<file path="src/rtl/xbus_rd_pkg.sv">
package xbus_rd_pkg;

    typedef enum logic [2:0] {
        ST_IDLE,
        ST_ALIGN,
        ST_LEAD,
        ST_ACTIVE,
        ST_TRAIL
    } seq_state_e;

endpackage

</file>
<file path="src/rtl/xbus_busclk_gen.sv">
module xbus_busclk_gen (
    input  logic clk,
    input  logic rst_n,
    input  logic half_rate,
    output logic phase_hi,
    output logic bus_clk
);

    logic phase_d, phase_q;

    always_comb begin
        phase_d = ~phase_q;
    end

    always_ff @(posedge clk) begin
        if (!rst_n) phase_q <= 1'b0;
        else        phase_q <= phase_d;
    end

    assign phase_hi = phase_q;
    assign bus_clk  = half_rate ? phase_q : clk;

endmodule

</file>
<file path="src/rtl/xbus_rdy_sync.sv">
module xbus_rdy_sync #(
    parameter int STAGES = 2
) (
    input  logic clk,
    input  logic rst_n,
    input  logic async_in,
    output logic sync_out
);

    logic [STAGES-1:0] sh_d, sh_q;

    generate
        if (STAGES == 1) begin : g_one
            always_comb sh_d = async_in;
        end else begin : g_many
            always_comb sh_d = {sh_q[STAGES-2:0], async_in};
        end
    endgenerate

    always_ff @(posedge clk) begin
        if (!rst_n) sh_q <= '0;
        else        sh_q <= sh_d;
    end

    assign sync_out = sh_q[STAGES-1];

endmodule

</file>
<file path="src/rtl/xbus_zone_cfg_sel.sv">
module xbus_zone_cfg_sel #(
    parameter int NZONE = 4,
    parameter int PH_W  = 3,
    localparam int ZW   = (NZONE > 1) ? $clog2(NZONE) : 1
) (
    input  logic [NZONE*PH_W-1:0] lead_vec,
    input  logic [NZONE*PH_W-1:0] active_vec,
    input  logic [NZONE*PH_W-1:0] trail_vec,
    input  logic [NZONE-1:0]      use_rdy_vec,
    input  logic [ZW-1:0]         zone,
    output logic [PH_W-1:0]       lead_len,
    output logic [PH_W-1:0]       active_len,
    output logic [PH_W-1:0]       trail_len,
    output logic                  use_rdy
);

    logic [PH_W-1:0] lead_arr   [NZONE];
    logic [PH_W-1:0] active_arr [NZONE];
    logic [PH_W-1:0] trail_arr  [NZONE];

    // a zero field is promoted to a one-cycle phase
    function automatic logic [PH_W-1:0] clamp_len(input logic [PH_W-1:0] f);
        return (f == '0) ? PH_W'(1) : f;
    endfunction

    generate
        for (genvar z = 0; z < NZONE; z++) begin : g_zone
            assign lead_arr[z]   = clamp_len(lead_vec[z*PH_W +: PH_W]);
            assign active_arr[z] = clamp_len(active_vec[z*PH_W +: PH_W]);
            assign trail_arr[z]  = clamp_len(trail_vec[z*PH_W +: PH_W]);
        end
    endgenerate

    assign lead_len   = lead_arr[zone];
    assign active_len = active_arr[zone];
    assign trail_len  = trail_arr[zone];
    assign use_rdy    = use_rdy_vec[zone];

endmodule

</file>
<file path="src/rtl/xbus_rd_seq.sv">
module xbus_rd_seq
    import xbus_rd_pkg::*;
#(
    parameter int NZONE     = 4,
    parameter int AW        = 19,
    parameter int DW        = 16,
    parameter int PH_W      = 3,
    parameter int RDY_SYNC  = 2,
    localparam int ZW       = (NZONE > 1) ? $clog2(NZONE) : 1
) (
    input  logic                  clk,
    input  logic                  rst_n,
    input  logic                  half_rate,
    input  logic [NZONE*PH_W-1:0] zone_lead,
    input  logic [NZONE*PH_W-1:0] zone_active,
    input  logic [NZONE*PH_W-1:0] zone_trail,
    input  logic [NZONE-1:0]      zone_use_rdy,
    input  logic                  req_valid,
    output logic                  req_ready,
    input  logic [ZW-1:0]         req_zone,
    input  logic [AW-1:0]         req_addr,
    output logic                  done,
    output logic [DW-1:0]         done_data,
    output logic                  bus_clk,
    output logic [AW-1:0]         bus_addr,
    output logic [NZONE-1:0]      bus_cs_n,
    output logic                  bus_rd_n,
    output logic                  bus_we_n,
    output logic                  bus_rnw,
    input  logic [DW-1:0]         bus_din,
    input  logic                  bus_ready
);

    typedef struct packed {
        seq_state_e      state;
        logic [PH_W-1:0] cnt;
        logic [ZW-1:0]   zone;
        logic [AW-1:0]   pend_addr;
        logic [AW-1:0]   addr;
        logic [PH_W-1:0] lead;
        logic [PH_W-1:0] act;
        logic [PH_W-1:0] trail;
        logic            use_rdy;
        logic [DW-1:0]   data;
        logic            done;
    } seq_t;

    seq_t s_d, s_q;

    logic            phase_hi;
    logic            rdy_sync;
    logic [PH_W-1:0] cfg_lead, cfg_act, cfg_trail;
    logic            cfg_use_rdy;
    logic            in_access;

    xbus_busclk_gen u_clkgen (
        .clk       (clk),
        .rst_n     (rst_n),
        .half_rate (half_rate),
        .phase_hi  (phase_hi),
        .bus_clk   (bus_clk)
    );

    xbus_rdy_sync #(.STAGES(RDY_SYNC)) u_rdy_sync (
        .clk      (clk),
        .rst_n    (rst_n),
        .async_in (bus_ready),
        .sync_out (rdy_sync)
    );

    xbus_zone_cfg_sel #(.NZONE(NZONE), .PH_W(PH_W)) u_cfg_sel (
        .lead_vec    (zone_lead),
        .active_vec  (zone_active),
        .trail_vec   (zone_trail),
        .use_rdy_vec (zone_use_rdy),
        .zone        (req_zone),
        .lead_len    (cfg_lead),
        .active_len  (cfg_act),
        .trail_len   (cfg_trail),
        .use_rdy     (cfg_use_rdy)
    );

    always_comb begin
        s_d      = s_q;
        s_d.done = 1'b0;
        unique case (s_q.state)
            ST_IDLE: begin
                if (req_valid) begin
                    s_d.zone      = req_zone;
                    s_d.pend_addr = req_addr;
                    s_d.lead      = cfg_lead;
                    s_d.act       = cfg_act;
                    s_d.trail     = cfg_trail;
                    s_d.use_rdy   = cfg_use_rdy;
                    s_d.cnt       = '0;
                    // divider flips each edge: high now means low next cycle
                    if (half_rate && phase_hi) begin
                        s_d.state = ST_ALIGN;
                    end else begin
                        s_d.state = ST_LEAD;
                        s_d.addr  = req_addr;
                    end
                end
            end
            ST_ALIGN: begin
                s_d.state = ST_LEAD;
                s_d.addr  = s_q.pend_addr;
                s_d.cnt   = '0;
            end
            ST_LEAD: begin
                if (s_q.cnt == s_q.lead - PH_W'(1)) begin
                    s_d.state = ST_ACTIVE;
                    s_d.cnt   = '0;
                end else begin
                    s_d.cnt = s_q.cnt + PH_W'(1);
                end
            end
            ST_ACTIVE: begin
                if (s_q.cnt >= s_q.act - PH_W'(1)) begin
                    if (!(s_q.use_rdy && !rdy_sync)) begin
                        s_d.state = ST_TRAIL;
                        s_d.cnt   = '0;
                        s_d.data  = bus_din;
                        s_d.done  = 1'b1;
                    end
                end else begin
                    s_d.cnt = s_q.cnt + PH_W'(1);
                end
            end
            ST_TRAIL: begin
                if (s_q.cnt == s_q.trail - PH_W'(1)) begin
                    s_d.state = ST_IDLE;
                    s_d.cnt   = '0;
                end else begin
                    s_d.cnt = s_q.cnt + PH_W'(1);
                end
            end
            default: s_d.state = ST_IDLE;
        endcase
    end

    always_ff @(posedge clk) begin
        if (!rst_n) begin
            s_q       <= '0;
            s_q.state <= ST_IDLE;
        end else begin
            s_q <= s_d;
        end
    end

    assign in_access = (s_q.state == ST_LEAD) || (s_q.state == ST_ACTIVE) ||
                       (s_q.state == ST_TRAIL);

    generate
        for (genvar z = 0; z < NZONE; z++) begin : g_cs
            assign bus_cs_n[z] = !(in_access && (s_q.zone == ZW'(z)));
        end
    endgenerate

    assign req_ready = (s_q.state == ST_IDLE);
    assign bus_rd_n  = (s_q.state != ST_ACTIVE);
    assign bus_addr  = s_q.addr;
    assign done      = s_q.done;
    assign done_data = s_q.data;
    assign bus_we_n  = 1'b1;
    assign bus_rnw   = 1'b1;

endmodule

</file>
<file path="config.mk">
export PLATFORM = sky130hd
export DESIGN_NAME = xbus_rd_seq
export DESIGN_NICKNAME = d
export VERILOG_FILES = /design/src/rtl/xbus_rd_pkg.sv /design/src/rtl/xbus_busclk_gen.sv /design/src/rtl/xbus_rdy_sync.sv /design/src/rtl/xbus_zone_cfg_sel.sv /design/src/rtl/xbus_rd_seq.sv
export SDC_FILE = /design/constraint.sdc
export NUM_CORES = 1
export LEC_CHECK = 0
export ABC_AREA = 1
export BUFFER_PORTS_ARGS = -buffer_cell sky130_fd_sc_hd__buf_4
export CORE_MARGIN = 8
export CORE_UTILIZATION = 52
export CTS_CLUSTER_DIAMETER = 60
export DETAILED_ROUTE_END_ITERATION = 10
export PLACE_DENSITY = 0.81
export SKIP_CTS_REPAIR_TIMING = 1
export SLEW_MARGIN = 20
export SYNTH_ARGS = -nofsm -noshare
export SYNTH_HDL_FRONTEND = slang
export SYNTH_HIERARCHICAL = 1
export SYNTH_SLANG_ARGS = --single-unit
</file>
<file path="constraint.sdc">
create_clock -name clk -period 2.1 [get_ports clk]
set_clock_uncertainty 0.05 [all_clocks]
set_input_delay 0.21 -clock clk [delete_from_list [all_inputs] [get_ports clk]]
set_output_delay 0.21 -clock clk [all_outputs]
set_load 0.005 [all_outputs]
</file>
==> metrics.csv <==
metric,value,unit
Seq. cell area,1521,µm²
largest net degree at the start of global routing,44,
Net Sw Power,1.833,mW
number of max-cap violations,0,
final slew viol count,0,
total track usage,0.1881,
R2R depth,10,
Die Y,104.9,µm
CP peak stage delay,340,ps
"commonest non-fill, non-tap cell in the layout",buf_4,
Crit-path slowest cell,ha_1,
Final Hold Viols,2,
fraction of final layout cells sized beyond drive strength 1,0.2447,
RSZ-0062 raised after global routing,true,
Clock Power Share,0.261,
"Largest delay share family, worst path",adder cells,
initial core utilization,0.5350,
vias,4156,
"Distinct cells, synth",30,
first-pass GRT wire length,17430,µm
Hold Path Depth,3,
Seq pwr share,0.370,
register area share after synthesis,0.3699,
Sw Share,0.3610,
"Max FO, Critical Path",6,
number of diodes,0,
PortBufs,124,
Layout fillers,651,
Final Power,5.077,mW
Core Region,7687,µm²
period utilization,0.9487,
Setup Crit Path Kind,flip-flop to flip-flop,
CTS tree,yes,
synth warn,6,
highest clock rate,0.5019,GHz
Post-Place Cell Area,4752,µm²
PwrDens,946.3,nW/µm²
DRT Wirelength,10990,µm
DRT antenna net count,0,
Die ar.,11010,µm²
Max IR drop VDD,0.5181,mV
leading cell types by total area after synthesis,"dfxtp_1, nor2_1, buf_4, nand2_1, o21ai_0",
vias in the first global route,3974,
critical path startpoint category,flip-flop,
"commonest non-fill, non-tap cells in the layout","buf_4, nor2_1, nand2_1",
Worst Hold Launch,req_addr[7],
Seq cells post-synth,76,
worst hold-check path type,input port to flip-flop,
worst r2r src,s_q[21],
Hold WS,-12.35,ps
Mapped Avg Cell Area,7.006,µm²
failing checks,negative hold slack,
initial antenna violation count,0,
# setup viols final,0,
Leakage,2.460,nW
nets,787,
Iter 0 DRT Violations,142,
setup_tns,0,ps
CP cell instances,inv_1 -> ha_1 -> xnor2_1 -> ha_1 -> a21oi_2 -> nand3_4 -> a31oi_4 -> nor2_1 -> nor2_1 -> nor2_1,
Layout area overhead,30.45,%
CP most frequent cell,nor2_1,
num rows,32,
post-route cell area,5365,µm²
drt pass-1 iters,5,
Yosys top cell area share,0.3699,
post-detail-place hpwl,7753,µm
crit path buf inv count,1,
final worst slack,107.7,ps
Int Pwr,3.244,mW
Final GP Congestion,0.8271,
"CTS clk-pin slew, worst paths",80,ps
area of the multi-input gates,1932,µm²
status,finished with violations,
"area leader, netlist",dfxtp_1,
Worst Setup End Kind,flip-flop,
post-layout min period,1992,ps
pre-CTS setup slack,16.41,ps
Gate power share,0.369,
Post-Syn Area,4113,µm²
IO Count,127,
CP required,2390,ps
DR DRC count,0,
Vias/cell,5.163,
Critical Path AT,2280,ps
GRT overflow,0,
Die Wd,104.9,µm
Mapped Cells,587,
Setup crit start,s_q[21],
later-pin clock latency in the skew report,460,ps
Routed WL per cell,13.66,µm
critical path depth,10,
[sequential cells by signal, summed over array words and instances (netlist names)]
| signal | cells |
|---|---|
| s_q | 37 |
| bus_addr | 19 |
| done_data | 16 |
| u_rdy_sync/sh_q | 2 |
| done | 1 |
| u_clkgen/phase_hi | 1 |
[power groups by stage]
stage | clock network, mW | logic [mW] | registers [mW]
global route | 1.43 | 2.10 | 1.91
detailed placement | 0.0227 | 1.77 | 1.91
floorplan | 0.00986 | 1.36 | 1.87
finish | 1.33 | 1.87 | 1.88
global placement | 0.0227 | 1.72 | 1.90
CTS | 1.36 | 1.79 | 1.88
[area by class of cell]
type                    instances  share of cell area
inverters                      60             0.04338
clock inverters                 6             0.01329
multi-input cells             386              0.3601
well taps                     102             0.02379
clock buffers                  14             0.03475
repair buffers                161              0.2411
flip-flops and latches         76              0.2836
[cell families (layout without fill, tap and decap cells)]
logic type / count (synthesis) / after routing / share of synthesized area
AND/OR/NAND/NOR: 239 / 239 / 0.2504
AO/OA/AOI/OAI: 136 / 136 / 0.1828
buffers and inverters: 126 / 241 / 0.1704
flip-flops: 76 / 76 / 0.3699
adder cells (fa/ha/maj): 7 / 7 / 0.02130
XOR/XNOR: 2 / 2 / 0.004260
other: 1 / 2 / 0.0009118
[routing by layer]
layer  up-vias  global-route usage  wire, µm
met5         -                   0         0
met4         0             0.09786       223
met3        17             0.07371       905
met2       157              0.2941      5089
met1      1884              0.2185      4775
li1       2098                   -         -
[synth_stat cells]
master and n:
nor2_1 103, nand2_1 77, dfxtp_1 76, inv_1 52
o21ai_0 48, a21oi_1 47, nand3_1 47, buf_4 39
a31oi_1 16, clkbuf_1 12, a211oi_1 7, buf_2 7
ha_1 7, o21ai_1 7, buf_6 6, o22ai_1 6
a32oi_1 4, nand3b_1 4, inv_2 3, inv_4 3
nand2_4 3, clkbuf_8 2, clkinv_1 2, nor2_4 2
xnor2_1 2, conb_1 1, nand2_2 1, nor2_2 1
nor2_8 1, o21ai_4 1
[final timing paths]
kind              slack (ps)            endpoint
setup / recovery         110             s_q[69]
hold / removal           -10         bus_addr[7]
setup reg to reg         110             s_q[69]
hold reg to reg          370  u_rdy_sync/sh_q[1]
[stage by stage]
| stage | hold slack [ps] | instances | utilization |
|---|---|---|---|
| 2_1_floorplan | 250.8 | 588 | - |
| 3_3_place_gp | 328.8 | 754 | 0.6182 |
| 3_5_place_dp | 328.8 | 754 | 0.6182 |
| 4_1_cts | -112.3 | 773 | 0.6507 |
| 5_1_grt | -0.3015 | 805 | 0.6979 |
| 6_report | -12.35 | 805 | 0.6979 |
[worst reg2reg max path, cell delays in order, from the launching register on]
cell,delay (ps)
dfxtp_1,310
inv_1,60
ha_1,210
xnor2_1,120
ha_1,340
a21oi_2,190
nand3_4,150
a31oi_4,220
nor2_1,80
nor2_1,100
nor2_1,50
Note: power is estimated with default switching activity, not from simulation.
